File: src/rtl/i2cm_pkg.sv
package i2cm_pkg;

  typedef enum logic [2:0] {
    ENG_IDLE,
    ENG_START,
    ENG_BIT,
    ENG_HOLD,
    ENG_STOP
  } eng_state_t;

  localparam logic [1:0] RA_CTRL = 2'd0;
  localparam logic [1:0] RA_STAT = 2'd1;
  localparam logic [1:0] RA_DATA = 2'd2;
  localparam logic [1:0] RA_OWN  = 2'd3;

  localparam logic [1:0] MODE_MRX = 2'b10;

  // control field positions
  localparam int CB_ACK  = 7;
  localparam int CB_PRE  = 6;
  localparam int CB_IE   = 5;
  localparam int CB_PEND = 4;

  // status field positions
  localparam int SB_MASTER = 7;
  localparam int SB_STST   = 5;
  localparam int SB_TXEN   = 4;

endpackage

File: src/rtl/i2cm_sync.sv
module i2cm_sync #(
  parameter int WIDTH  = 2,
  parameter int STAGES = 2
) (
  input  logic             clk,
  input  logic             rst_n,
  input  logic [WIDTH-1:0] d,
  output logic [WIDTH-1:0] q
);
  generate
    if (STAGES == 0) begin : g_pass
      assign q = d;
    end else begin : g_flops
      logic [WIDTH-1:0] r [STAGES];
      always_ff @(posedge clk or negedge rst_n) begin
        if (!rst_n) begin
          for (int i = 0; i < STAGES; i++) r[i] <= '1;
        end else begin
          r[0] <= d;
          for (int i = 1; i < STAGES; i++) r[i] <= r[i-1];
        end
      end
      assign q = r[STAGES-1];
    end
  endgenerate
endmodule

File: src/rtl/i2cm_clkgen.sv
module i2cm_clkgen #(
  parameter int PRE_LO = 16,
  parameter int PRE_HI = 512,
  parameter int DIV_W  = 4
) (
  input  logic             clk,
  input  logic             rst_n,
  input  logic             run,
  input  logic             pre_sel,
  input  logic [DIV_W-1:0] div,
  output logic             qtick
);
  localparam int QLO = PRE_LO / 4;
  localparam int QHI = PRE_HI / 4;
  localparam int PW  = $clog2(QHI + 1);

  logic [PW-1:0]    pre_cnt;
  logic [DIV_W-1:0] div_cnt;
  logic [PW-1:0]    lim;
  logic             pre_wrap, div_wrap;

  assign lim      = pre_sel ? PW'(QHI) : PW'(QLO);
  assign pre_wrap = (pre_cnt == lim - PW'(1));
  assign div_wrap = (div_cnt == div);
  assign qtick    = run && pre_wrap && div_wrap;

  always_ff @(posedge clk or negedge rst_n) begin
    if (!rst_n) begin
      pre_cnt <= '0;
      div_cnt <= '0;
    end else if (!run) begin
      pre_cnt <= '0;
      div_cnt <= '0;
    end else if (pre_wrap) begin
      pre_cnt <= '0;
      div_cnt <= div_wrap ? '0 : div_cnt + DIV_W'(1);
    end else begin
      pre_cnt <= pre_cnt + PW'(1);
    end
  end
endmodule

File: src/rtl/i2cm_regs.sv
module i2cm_regs
  import i2cm_pkg::*;
#(
  parameter int DW    = 8,
  parameter int DIV_W = 4
) (
  input  logic             clk,
  input  logic             rst_n,
  input  logic             wr,
  input  logic [1:0]       addr,
  input  logic [DW-1:0]    wdata,
  output logic [DW-1:0]    rdata,
  input  logic             busy,
  input  logic             byte_done,
  input  logic             rx_load,
  input  logic [DW-1:0]    rx_byte,
  input  logic             nack_in,
  input  logic             req_taken,
  output logic             go_start,
  output logic             stop_req,
  output logic             rs_req,
  output logic             pending,
  output logic             ack_en,
  output logic             pre_sel,
  output logic [DIV_W-1:0] div,
  output logic             mode_rx,
  output logic [DW-1:0]    tx_byte,
  output logic             irq
);
  logic          ie_q, txen_q, nack_q;
  logic [1:0]    mode_q;
  logic [DW-1:0] data_q, own_q;
  logic          wr_ctrl, wr_stat, cmd_ok;

  assign wr_ctrl = wr && (addr == RA_CTRL);
  assign wr_stat = wr && (addr == RA_STAT);
  assign cmd_ok  = wdata[SB_MASTER] && wdata[SB_TXEN];

  assign go_start = wr_stat && cmd_ok && wdata[SB_STST] && !busy;
  assign mode_rx  = (mode_q == MODE_MRX);
  assign tx_byte  = data_q;
  assign irq      = pending && ie_q;

  always_ff @(posedge clk or negedge rst_n) begin
    if (!rst_n) begin
      ack_en   <= 1'b0;
      pre_sel  <= 1'b0;
      ie_q     <= 1'b0;
      pending  <= 1'b0;
      div      <= '0;
      mode_q   <= 2'b00;
      txen_q   <= 1'b0;
      nack_q   <= 1'b0;
      data_q   <= '0;
      own_q    <= '0;
      stop_req <= 1'b0;
      rs_req   <= 1'b0;
    end else begin
      if (wr_ctrl) begin
        ack_en  <= wdata[CB_ACK];
        pre_sel <= wdata[CB_PRE];
        ie_q    <= wdata[CB_IE];
        div     <= wdata[DIV_W-1:0];
        pending <= pending & wdata[CB_PEND];
      end
      if (wr_stat) begin
        mode_q <= wdata[7:6];
        txen_q <= wdata[SB_TXEN];
      end
      if (wr && addr == RA_DATA) data_q <= wdata;
      if (wr && addr == RA_OWN)  own_q  <= wdata;

      if (req_taken) begin
        stop_req <= 1'b0;
        rs_req   <= 1'b0;
      end
      if (wr_stat && cmd_ok && busy) begin
        stop_req <= !wdata[SB_STST];
        rs_req   <= wdata[SB_STST];
      end

      if (byte_done) begin
        pending <= 1'b1;
        nack_q  <= nack_in;
        if (rx_load) data_q <= rx_byte;
      end
    end
  end

  always_comb begin
    unique case (addr)
      RA_CTRL: rdata = {ack_en, pre_sel, ie_q, pending, {(4-DIV_W){1'b0}}, div};
      RA_STAT: rdata = {mode_q, busy, txen_q, 3'b000, nack_q};
      RA_DATA: rdata = data_q;
      default: rdata = own_q;
    endcase
  end
endmodule

File: src/rtl/i2cm_engine.sv
module i2cm_engine
  import i2cm_pkg::*;
#(
  parameter int DW = 8
) (
  input  logic          clk,
  input  logic          rst_n,
  input  logic          qtick,
  input  logic          go_start,
  input  logic          stop_req,
  input  logic          rs_req,
  input  logic          pending,
  input  logic          mode_rx,
  input  logic          ack_en,
  input  logic [DW-1:0] tx_byte,
  input  logic          scl_s,
  input  logic          sda_s,
  output logic          run,
  output logic          busy,
  output logic          in_bit,
  output logic          byte_done,
  output logic          rx_load,
  output logic [DW-1:0] rx_byte,
  output logic          nack,
  output logic          req_taken,
  output logic          scl_oe,
  output logic          sda_oe
);
  localparam int BW = $clog2(DW + 1);

  eng_state_t    state_q;
  logic [1:0]    ph_q;
  logic [BW-1:0] bit_q;
  logic [DW-1:0] shift_q;
  logic          tx_q, scl_q, sda_q, busy_q, nack_q;
  logic          stretched, step, last_slot;

  assign run       = (state_q != ENG_IDLE) && (state_q != ENG_HOLD);
  assign stretched = (state_q == ENG_BIT) && (ph_q == 2'd1) && !scl_s;
  assign step      = qtick && !stretched;
  assign last_slot = (bit_q == BW'(DW));
  assign byte_done = (state_q == ENG_BIT) && step && (ph_q == 2'd3) && last_slot;
  assign rx_load   = byte_done && !tx_q;
  assign rx_byte   = shift_q;
  assign nack      = nack_q;
  assign req_taken = (state_q == ENG_HOLD) && !pending && (stop_req || rs_req);
  assign busy      = busy_q;
  assign in_bit    = (state_q == ENG_BIT);
  assign scl_oe    = scl_q;
  assign sda_oe    = sda_q;

  always_ff @(posedge clk or negedge rst_n) begin
    if (!rst_n) begin
      state_q <= ENG_IDLE;
      ph_q    <= 2'd0;
      bit_q   <= '0;
      shift_q <= '0;
      tx_q    <= 1'b0;
      scl_q   <= 1'b0;
      sda_q   <= 1'b0;
      busy_q  <= 1'b0;
      nack_q  <= 1'b0;
    end else begin
      unique case (state_q)
        ENG_IDLE: begin
          if (go_start) begin
            state_q <= ENG_START;
            ph_q    <= 2'd1;
            busy_q  <= 1'b1;
          end
        end
        ENG_START: if (step) begin
          ph_q <= ph_q + 2'd1;
          unique case (ph_q)
            2'd0: scl_q <= 1'b0;
            2'd1: sda_q <= 1'b1;
            2'd2: scl_q <= 1'b1;
            default: begin
              state_q <= ENG_BIT;
              bit_q   <= '0;
              shift_q <= tx_byte;
              tx_q    <= 1'b1;
              sda_q   <= !tx_byte[DW-1];
            end
          endcase
        end
        ENG_BIT: if (step) begin
          ph_q <= ph_q + 2'd1;
          unique case (ph_q)
            2'd0: scl_q <= 1'b0;
            2'd1: begin
              if (last_slot) nack_q <= sda_s;
              else           shift_q <= {shift_q[DW-2:0], sda_s};
            end
            2'd2: scl_q <= 1'b1;
            default: begin
              if (last_slot) begin
                state_q <= ENG_HOLD;
                sda_q   <= 1'b0;
              end else begin
                bit_q <= bit_q + BW'(1);
                if (bit_q == BW'(DW - 1)) sda_q <= tx_q ? 1'b0 : ack_en;
                else                      sda_q <= tx_q && !shift_q[DW-1];
              end
            end
          endcase
        end
        ENG_HOLD: begin
          if (!pending) begin
            ph_q <= 2'd0;
            if (stop_req) begin
              state_q <= ENG_STOP;
              sda_q   <= 1'b1;
            end else if (rs_req) begin
              state_q <= ENG_START;
              sda_q   <= 1'b0;
            end else begin
              state_q <= ENG_BIT;
              bit_q   <= '0;
              shift_q <= tx_byte;
              tx_q    <= !mode_rx;
              sda_q   <= !mode_rx && !tx_byte[DW-1];
            end
          end
        end
        ENG_STOP: if (step) begin
          ph_q <= ph_q + 2'd1;
          unique case (ph_q)
            2'd0: scl_q <= 1'b0;
            2'd1: ;
            2'd2: sda_q <= 1'b0;
            default: begin
              state_q <= ENG_IDLE;
              busy_q  <= 1'b0;
            end
          endcase
        end
        default: state_q <= ENG_IDLE;
      endcase
    end
  end
endmodule

File: src/rtl/i2c_byte_master.sv
module i2c_byte_master #(
  parameter int PRE_LO      = 16,
  parameter int PRE_HI      = 512,
  parameter int DIV_W       = 4,
  parameter int SYNC_STAGES = 2
) (
  input  logic       clk,
  input  logic       rst_n,
  input  logic       reg_wr,
  input  logic [1:0] reg_addr,
  input  logic [7:0] reg_wdata,
  output logic [7:0] reg_rdata,
  output logic       irq,
  output logic       scl_oe,
  input  logic       scl_in,
  output logic       sda_oe,
  input  logic       sda_in
);
  localparam int DW = 8;

  logic [1:0]       line_s;
  logic             qtick, run, busy, in_bit, byte_done, rx_load, nack;
  logic             req_taken, go_start, stop_req, rs_req, pending;
  logic             ack_en, pre_sel, mode_rx;
  logic [DIV_W-1:0] div;
  logic [DW-1:0]    rx_byte, tx_byte;

  i2cm_sync #(.WIDTH(2), .STAGES(SYNC_STAGES)) u_sync (
    .clk(clk), .rst_n(rst_n), .d({scl_in, sda_in}), .q(line_s)
  );

  i2cm_clkgen #(.PRE_LO(PRE_LO), .PRE_HI(PRE_HI), .DIV_W(DIV_W)) u_clk (
    .clk(clk), .rst_n(rst_n), .run(run), .pre_sel(pre_sel), .div(div),
    .qtick(qtick)
  );

  i2cm_regs #(.DW(DW), .DIV_W(DIV_W)) u_regs (
    .clk(clk), .rst_n(rst_n), .wr(reg_wr), .addr(reg_addr),
    .wdata(reg_wdata), .rdata(reg_rdata), .busy(busy),
    .byte_done(byte_done), .rx_load(rx_load), .rx_byte(rx_byte),
    .nack_in(nack), .req_taken(req_taken), .go_start(go_start),
    .stop_req(stop_req), .rs_req(rs_req), .pending(pending),
    .ack_en(ack_en), .pre_sel(pre_sel), .div(div), .mode_rx(mode_rx),
    .tx_byte(tx_byte), .irq(irq)
  );

  i2cm_engine #(.DW(DW)) u_eng (
    .clk(clk), .rst_n(rst_n), .qtick(qtick), .go_start(go_start),
    .stop_req(stop_req), .rs_req(rs_req), .pending(pending),
    .mode_rx(mode_rx), .ack_en(ack_en), .tx_byte(tx_byte),
    .scl_s(line_s[1]), .sda_s(line_s[0]), .run(run), .busy(busy),
    .in_bit(in_bit), .byte_done(byte_done), .rx_load(rx_load),
    .rx_byte(rx_byte), .nack(nack), .req_taken(req_taken),
    .scl_oe(scl_oe), .sda_oe(sda_oe)
  );
endmodule

File: config.mk
export PLATFORM = sky130hd
export DESIGN_NAME = i2c_byte_master
export DESIGN_NICKNAME = d
export VERILOG_FILES = /design/src/rtl/i2cm_pkg.sv /design/src/rtl/i2cm_sync.sv /design/src/rtl/i2cm_clkgen.sv /design/src/rtl/i2cm_regs.sv /design/src/rtl/i2cm_engine.sv /design/src/rtl/i2c_byte_master.sv
export SDC_FILE = /design/constraint.sdc
export NUM_CORES = 1
export LEC_CHECK = 0
export BUFFER_PORTS_ARGS = -buffer_cell sky130_fd_sc_hd__buf_2
export CAP_MARGIN = 10
export CORE_MARGIN = 2
export CORE_UTILIZATION = 61
export CTS_BUF_LIST = sky130_fd_sc_hd__clkbuf_8 sky130_fd_sc_hd__clkbuf_16
export CTS_CLUSTER_SIZE = 30
export DETAILED_ROUTE_END_ITERATION = 16
export PLACE_DENSITY = 0.88
export SLEW_MARGIN = 20
export SYNTH_ARGS = -nofsm -noshare
export SYNTH_HDL_FRONTEND = slang
export SYNTH_SLANG_ARGS = --single-unit
export TNS_END_PERCENT = 10
File: constraint.sdc
create_clock -name clk -period 6.73 [get_ports clk]
set_input_delay 0.673 -clock clk [delete_from_list [all_inputs] [get_ports clk]]
set_output_delay 0.673 -clock clk [all_outputs]
set_load 0.1 [all_outputs]
# After elaboration in Yosys (flattened, before gate mapping)
# Cells that the tools add are included.
# W data, S select, Z words.
[op_classes]
n_addsub = 5
eq_ne = 36
mux = 77
bitwise_logic = 1
reduce_logical = 59
[op_table]
columns = ["op", "n"]
rows = [
  ["$mux W8", 14],
  ["$pmux W8 S3", 2],
  ["$mux W4", 11],
  ["$mux W3", 10],
  ["$mux W1", 27],
  ["$reduce_and A9 Y1", 3],
  ["$logic_and A1 B1 Y1", 24],
  ["$ne A2 B2 Y1 const B", 10],
  ["$ne A2 B1 Y1 const B", 9],
  ["$pmux W3 S5", 1],
  ["$pmux W4 S3", 1],
  ["$reduce_and A4 Y1", 3],
  ["$eq A2 B2 Y1 const B", 5],
  ["$pmux W1 S2", 5],
  ["$reduce_bool A2 Y1", 5],
  ["$logic_not A1 Y1", 9],
  ["$reduce_bool A3 Y1", 3],
  ["$add A4 B1 Y4 const B", 2],
  ["$add A8 B1 Y8 const B", 1],
  ["$eq A8 B8 Y1", 1],
  ["$mux W2", 4],
  ["$reduce_and A8 Y1", 1],
  ["$sub A8 B1 Y8 const B", 1],
  ["$eq A3 B2 Y1 const B", 2],
  ["other kinds (20)", 24],
]
[word_totals]
ff_bits = 68
input_bits = 15
out_inout_bits = 11
word_cells = 203

# Depth between registers and ports, before layout
# Gate-level depths: netlist (run 1).
[depth]
depth_word = 12
ltp_mapped = 9
mapped_depth_nobuf = 8

# Cells and area by module
# Synthesis (run 1) repeated with hierarchy kept, for this count alone.
[hier_totals]
hier_cells = 364
hier_area_um2 = 3797.4
[by_module_without_submodules]
columns = ["mod", "instances", "cells_each", "area_each_um2", "seq_area_each_um2"]
rows = [
  ["i2cm_engine", 1, 170, 1536.5, 550.5],
  ["i2cm_regs", 1, 119, 1458.9, 750.7],
  ["i2cm_clkgen", 1, 69, 681.9, 300.3],
  ["i2cm_sync", 1, 6, 120.1, 105.1],
]

# Worst setup path before layout (run 1)
# No wires, ideal clock.
[synth_path]
path_kind = "input-to-output"
startpoint = "input port reg_addr[1]"
endpoint = "output port reg_rdata[1]"
t_arrival_ns = 3.495
required_time_ns = 6.057
setup_slack_ns = 2.562
cell_stages = 4
path_buffers = 2
path_cell_list = "clkbuf_1 -> buf_1 -> mux2i_1 -> o21ai_0"
[synth_between]
elab_chain_len = 2
elab_cells_between_ends = 4
cone_classes = "2 x eq/ne; 1 x mux; 1 x reduce/logical"
[synth_lines]
columns = ["element", "line_no", "rtl"]
rows = [
  ["start: declaration", "i2c_byte_master.sv:10", "input logic [1:0] reg_addr,"],
  ["$eq A2 B2 Y1 (tied with other cells)", "i2cm_regs.sv:91", "unique case (addr)"],
  ["$pmux W8 S3 (*)", "i2cm_regs.sv:91", ""],
  ["end: declaration", "i2c_byte_master.sv:12", "output logic [7:0] reg_rdata,"],
]
# Every way passes the cells marked *; elsewhere a longest branch is shown, timed or not.

# Final worst setup path (run 1)
[layout_path]
startpoint = "register u_eng.state_q[0]"
endpoint = "register u_regs.data_q[1], in the netlist u_regs.tx_byte[1]"
[layout_between]
elab_chain_len = 11
elab_cells_between_ends = 16
cone_classes = "2 x eq/ne; 2 x mux; 12 x reduce/logical"
[layout_lines]
columns = ["element", "line_no", "rtl"]
rows = [
  ["start: declaration", "i2cm_engine.sv:31", "eng_state_t state_q;"],
  ["start signal: assignment", "i2cm_engine.sv:54", "state_q <= ENG_IDLE;"],
  ["start signal: assignment", "i2cm_engine.sv:67", "state_q <= ENG_START;"],
  ["start signal: assignment", "i2cm_engine.sv:79", "state_q <= ENG_BIT;"],
  ["$ne A3 B2 Y1 (tied with other cells)", "i2cm_engine.sv:38", "assign run = (state_q != ENG_IDLE) && (state_q != ENG_HOLD);"],
  ["$logic_and A1 B1 Y1 (on tied branches)", "i2cm_engine.sv:38, i2cm_engine.sv:39", ""],
  ["$logic_and A1 B1 Y1 (on tied branches)", "i2cm_clkgen.sv:25, i2cm_engine.sv:39", ""],
  ["$logic_and A1 B1 Y1 / $logic_not A1 Y1 (equally long branches)", "i2cm_clkgen.sv:25, i2cm_engine.sv:40", ""],
  ["$logic_and A1 B1 Y1", "i2cm_engine.sv:40", "assign step = qtick && !stretched;"],
  ["$logic_and A1 B1 Y1 (*) (3 in a row)", "i2cm_engine.sv:42", "assign byte_done = (state_q == ENG_BIT) && step && (ph_q == 2'd3) && last_slot;"],
  ["$logic_and A1 B1 Y1", "i2cm_engine.sv:43", "assign rx_load = byte_done && !tx_q;"],
  ["$mux W8", "i2cm_regs.sv:85", "if (rx_load) data_q <= rx_byte;"],
  ["$mux W8 (*)", "i2cm_regs.sv:82", "if (byte_done) begin"],
  ["end signal: assignment", "i2cm_regs.sv:70", "if (wr && addr == RA_DATA) data_q <= wdata;"],
  ["end signal: assignment", "i2cm_regs.sv:85", ""],
  ["end: declaration", "i2cm_regs.sv:32", "logic [DW-1:0] data_q, own_q;"],
]
# Marked as above.
# A chain may end at the register's enable or synchronous reset.

==> results_dict.tcl, run 1 <==
set metrics [dict create \
    cp.arrival_ns 3.09 \
    hpwl_mm 6.02 \
    io_buffers 25 \
    grt_pass1_vias 3020 \
    htreeDepth 3 \
    async_flop_share 1.00 \
    top_layer "met4" \
    yosysMostFrequentCell "dfrtp_1" \
    skew_ns 0.00962 \
    wl_mm 8.66 \
    dpl_worst_slack_ns 4.01 \
    finalSetupTns_ns 0 \
    area_growth_pct 9.31 \
    path_common_cell "nor2_1" \
    dr.pass1.iters 9 \
    maxCapViolCount 0 \
    setup_slack_ns 3.83 \
    viasPerCell 6.27 \
    max_slew.worst_pin.slew_ns 0.825 \
    slowest_stage "dfrtp_1" \
    start_util 0.640 \
    ys_ff_latch 68 \
    worstPathMaxFanout 19 \
    power_mw 1.25 \
    final_max_slew_viol_count 0 \
    syn_area_um2 3860 \
    synthFlopType "dfrtp_1" \
    die_area_um2 6980 \
    die_w_um 83.5 \
    drtAntennaViolNets 0 \
    coreArea_um2 6030 \
    post-cts-setup-buffers 0 \
    io_pins 26 \
    cts.sinks 68 \
    fin_nets 419 \
    drive_gt1_frac 0.255 \
    critPathLaunchType "flop" \
    synth_common_cells "dfrtp_1 (64), nand2_1 (48), nor2_1 (34), mux2_2 (26), o21ai_0 (23)" \
    antenna_found_initial 0 \
    cts.path.max_buffers 2 \
    p_leak_nw 1.95 \
    syn-instance-count 375 \
    cts_tree "yes" \
    ys_types 61 \
    pwr-share-comb 0.259 \
    n_antenna_cell 0 \
    hold-worst-slack_ns 0.345 \
    setup_viol 0 \
    ctsHoldBuffers 0 \
    power.share.clock 0.296 \
    slowest_delay_ns 0.73 \
    period_share 0.430 \
    cts_buffers 9 \
    cp-end-kind "flop" \
    power.density_nw_per_um2 298 \
    cts.clk_slew.worst_paths_ns 0.08 \
    status "finished clean" \
    hp-class "flop to flop" \
    synth_top_area_frac 0.415 \
    p_sw_mw 0.447 \
    rsz0062_at_grt "false" \
    seqPwrFrac 0.445 \
    crit_chain "xor2_1 -> nor2_1 -> or4_4 -> or3_1 -> nor2_1 -> a21oi_2" \
    drt-met1-wl_mm 3.51 \
    grt_usage 0.268 \
    seq_area_frac_synth 0.442 \
    hold_violations 0 \
    clock_latency_ns 0.35 \
    die_height_um 83.5 \
    grt_max_degree 69 \
    yosys_warnings 0 \
    crit_type "flop to flop" \
    grt-ovfl-total 0 \
    syn_nets 399 \
    nFillCells 433 \
    postCtsResizedCells 0 \
    maxSlewHeadroom 0.445 \
    required_ns 6.93 \
    yosysTopAreaCell "dfrtp_1" \
    wl_met3_um 511 \
    wl_per_cell_um 18.2 \
    synth.avg_cell_area_um2 10.3 \
    gp_congestion 0.890 \
    p_int_mw 0.808 \
    wl_met2_mm 4.39 \
    cts_root_buf "clkbuf_8" \
    swShare 0.356 \
    drc_errors 0 \
    irDropWorstVdd_mv 0.207 \
    rows 28 \
    max_freq_mhz 345 \
    grt_first_pass_wirelength_mm 14.8 \
    period_minus_slack_ns 2.90 \
    drt_iter0_drc 378 \
    ys_top_cells_by_area "dfrtp_1 (42%), mux2_2 (7.6%), nand2_1 (4.7%), nor2_1 (3.3%), o21ai_0 (3.0%)" \
    routed-via-count 2978 \
    synth-edff-count 0 \
]
-- cells by family after synthesis --
logic type,synth area share
simple gates,0.203
flops,0.442
compound gates,0.104
mux,0.145
buf+inv,0.0341
xor+xnor,0.0418
fa+ha+maj,0.0292
-- final timing paths --
kind	startpoint	end	slack, ns	depth (start not counted)
worst min register to register	u_sync.g_flops.r[3]	u_sync.q[1]	0.35	0
max in group asynchronous	rst_n	u_eng.rx_byte[0]	5.67	2
min in group asynchronous	rst_n	u_clk.pre_cnt[2]	0.50	2
worst max register to register	u_eng.state_q[0]	u_regs.tx_byte[1]	3.83	6
worst min-delay path	u_sync.g_flops.r[3]	u_sync.q[1]	0.35	0
worst max-delay path	u_eng.state_q[0]	u_regs.tx_byte[1]	3.83	6
-- per-layer routing --
layer  track usage  vias to the layer above
met3        0.0425                       33
li1              -                     1363
met2         0.450                      121
met5             0                        -
met4         0.114                        0
met1         0.346                     1461
-- through the flow --
| stage | instance area, um^2 | util | cells |
|---|---|---|---|
| floorplan | 3860 | - | 375 |
| global placement | 3990 | 0.662 | 459 |
| detailed placement | 3990 | 0.662 | 459 |
| CTS | 4210 | 0.699 | 475 |
| global route | 4220 | 0.700 | 475 |
| finish | 4220 | 0.700 | 475 |
-- power groups by stage --
stage,clock network [mW],logic (mW),registers [mW]
after floorplan,0,0.254,0.545
after global placement,0,0.314,0.559
after detailed placement,0,0.323,0.563
after CTS,0.371,0.325,0.557
after global routing,0.388,0.354,0.566
final,0.371,0.325,0.558
-- sequential cells by signal, summed over array words and instances (netlist names), 3 cells and up --
signal / cells
u_clk.pre_cnt: 8
u_eng.rx_byte: 8
u_regs.own_q: 8
u_regs.tx_byte: 8
u_clk.div_cnt: 4
u_eng.bit_q: 4
u_regs.div: 4
u_eng.state_q: 3
-- critical path, delay by kind of cell, from the launching register on --
kind | cells | cell delay [ns]
compound gates | 1 | 0.06
xor+xnor | 1 | 0.32
flops | 1 | 0.73
simple gates | 4 | 1.62
-- area by class of cell --
cell class	count	area, um^2	area share
timing repair buffer	26	133	0.0315
inverter	10	37.5	0.00890
tap	75	93.8	0.0223
clock inverter	3	42.5	0.0101
sequential	68	1710	0.405
clock buffer	13	179	0.0424
multi-input combinational	280	2020	0.480
-- cells in the final DEF (no fill, tap or decap), types with 3 or more instances in the layout --
cell	instances
mux2_2	26
xor2_1	7
o211ai_1	4
ha_1	9
mux2i_1	11
nand2_1	48
xnor2_2	4
nand2b_1	9
buf_2	25
nor2_1	34
nor4_1	4
dfrtp_1	64
mux4_2	5
a21oi_2	8
nor2b_1	6
dfstp_2	4
a22oi_1	3
xnor2_1	4
a21oi_1	9
nand4_1	3
clkbuf_8	13
a31oi_1	3
and2_1	3
inv_1	10
nand3_1	14
and3_1	5
mux2_1	4
o21ai_0	23
(Power assumes the default switching activity.)
==> inputs of run 2 (changes only) <==
--- a/config.mk
+++ b/config.mk
@@ -8,11 +8,11 @@
 export BUFFER_PORTS_ARGS = -buffer_cell sky130_fd_sc_hd__buf_2
 export CAP_MARGIN = 10
 export CORE_MARGIN = 2
-export CORE_UTILIZATION = 61
+export CORE_UTILIZATION = 55
 export CTS_BUF_LIST = sky130_fd_sc_hd__clkbuf_8 sky130_fd_sc_hd__clkbuf_16
 export CTS_CLUSTER_SIZE = 30
 export DETAILED_ROUTE_END_ITERATION = 16
-export PLACE_DENSITY = 0.88
+export PLACE_DENSITY = 0.84
 export SLEW_MARGIN = 20
 export SYNTH_ARGS = -nofsm -noshare
 export SYNTH_HDL_FRONTEND = slang
==> constraint.sdc (replaced) <==
create_clock -name clk -period 2.34 [get_ports clk]
set_input_delay 0.234 -clock clk [delete_from_list [all_inputs] [get_ports clk]]
set_output_delay 0.234 -clock clk [all_outputs]
set_load 0.1 [all_outputs]
==> run 2 against run 1 <==
  * Wire length is 7.1% higher
  * Critical endpoint unchanged
  * Register-to-register slack worse by 3.8 ns
  * Final area is 6.5% higher
  * Combinational power grew to 3.1 times the previous value
  * Power grew to 2.9 times the previous value
==> results_dict.tcl, run 2 (synthesis results as in run 1) <==
set metrics [dict create \
    rows 30 \
    viasPerCell 5.89 \
    numPlacedInstances 504 \
    drive_gt1_frac 0.309 \
    finalSetupTns_ns 0 \
    final_util 0.661 \
    maxSlewHeadroom 0.490 \
    io_pins 26 \
    period_minus_slack_ns 2.27 \
    clock_latency_ns 0.35 \
    drtAntennaViolNets 0 \
    post-cts-setup-buffers 0 \
    die_height_um 87.7 \
    wl_mm 9.28 \
    io_buffers 25 \
    coreArea_um2 6790 \
    seqPwrFrac 0.437 \
    power.density_nw_per_um2 810 \
    skew_ns 0.0108 \
    worstHoldStart "reg_wdata[2]" \
    power.share.clock 0.282 \
    p_leak_nw 2.08 \
    required_ns 2.58 \
    fin_nets 446 \
    grt_pass1_vias 3077 \
    area_growth_pct 16.4 \
    grt_usage 0.263 \
    grt-ovfl-total 0 \
    setup_viol 0 \
    antenna_found_initial 0 \
    swShare 0.372 \
    cts.path.max_buffers 2 \
    start_util 0.568 \
    p_sw_mw 1.35 \
    period_share 0.969 \
    dr.pass1.iters 5 \
    hpwl_mm 6.57 \
    placed_area_um2 4230 \
    cts.clk_slew.worst_paths_ns 0.09 \
    cp-end-kind "flop" \
    hp-class "input port to flop" \
    maxCapViolCount 0 \
    wl_per_cell_um 17.7 \
    r2r-start "u_clk.pre_cnt[1]" \
    die_w_um 87.7 \
    rsz0062_at_grt "true" \
    n_antenna_cell 0 \
    final_max_slew_viol_count 0 \
    min_delay_path_depth 2 \
    drt_iter0_drc 387 \
    routed-via-count 3080 \
    dpl_worst_slack_ns 0.0548 \
    stdcell_area_um2 4490 \
    gp_congestion 0.999 \
    crit_type "flop to flop" \
    grt_first_pass_wirelength_mm 15.3 \
    critPathLaunchType "flop" \
    cts_root_buf "clkbuf_8" \
    p_int_mw 2.28 \
    hold_violations 0 \
    power_mw 3.64 \
    htreeDepth 3 \
    mostFrequentLayoutCells "dfrtp_1 (63), nand2_1 (48), nor2_1 (34)" \
    cp.arrival_ns 2.51 \
    drc_errors 0 \
    final_common_cell "dfrtp_1" \
    fin_cells 523 \
    irDropWorstVdd_mv 0.618 \
    setup_slack_ns 0.0714 \
    die_area_um2 7700 \
    cts_buffers 9 \
    max_freq_mhz 441 \
    status "finished clean" \
    grt_max_degree 38 \
    pwr-share-comb 0.282 \
    cts.sinks 68 \
    cts_tree "yes" \
    max_slew.worst_pin.slew_ns 0.766 \
    worstPathMaxFanout 16 \
    hold-worst-slack_ns 0.138 \
    crit_start "u_clk.pre_cnt[1]" \
    r2r_cells 8 \
]
==> run 2: changes by cell type in the layout (fill, tap and decap cells not counted), sizes merged <==
cell         before  now
dlygate4sd3       0    3
clkbuf           13    9
clkinvlp          1    2
inv              10   14
clkinv            1    0
buf              26   50
==> run 2: power by group through the flow <==
stage               Sequential [mW]  Clock, mW  Combinational, mW
finish                         1.59       1.02               1.02
global route                   1.61       1.09               1.11
CTS                            1.57       1.03               1.02
detailed placement             1.59          0               1.01
global placement               1.58          0              0.981
floorplan                      1.57          0              0.735
==> run 2: final timing paths <==
path | end | slack [ns]
max | u_regs.tx_byte[1] | 0.07
min | u_regs.div[2] | 0.14
max reg2reg | u_regs.tx_byte[1] | 0.07
min reg2reg | u_sync.q[0] | 0.36
max in group asynchronous | u_sync.q[0] | 1.11
min in group asynchronous | u_regs.rs_req | 0.51
==> run 2: area by class of cell <==
| class | instances | area (um^2) |
|---|---|---|
| multi-input combinational | 280 | 2050 |
| timing repair buffer | 53 | 368 |
| clock buffer | 9 | 124 |
| clock inverter | 7 | 82.6 |
| tap | 96 | 120 |
| inverter | 10 | 37.5 |
| fill | 491 | 2300 |
| sequential | 68 | 1710 |
==> run 2: repair_timing <==
action	4_1_cts	5_1_grt
gates resized for setup	0	7
setup endpoints to repair	0	16
hold buffers	3	0
endpoints found under the hold margin	31	0
==> run 2: worst max-delay path, stage by stage, from the launching register on <==
cell,delay [ns]
dfrtp_1,0.39
ha_1,0.20
nor4b_2,0.23
a22oi_2,0.13
or4_4,0.45
or3_1,0.38
buf_12,0.18
nor2_1,0.15
a21oi_2,0.04
==> run 2: layer usage <==
layer  wire, um  global-route usage
met1       3990               0.344
met4        254               0.115
met5          0                   0
met3        473              0.0547
met2       4560               0.424
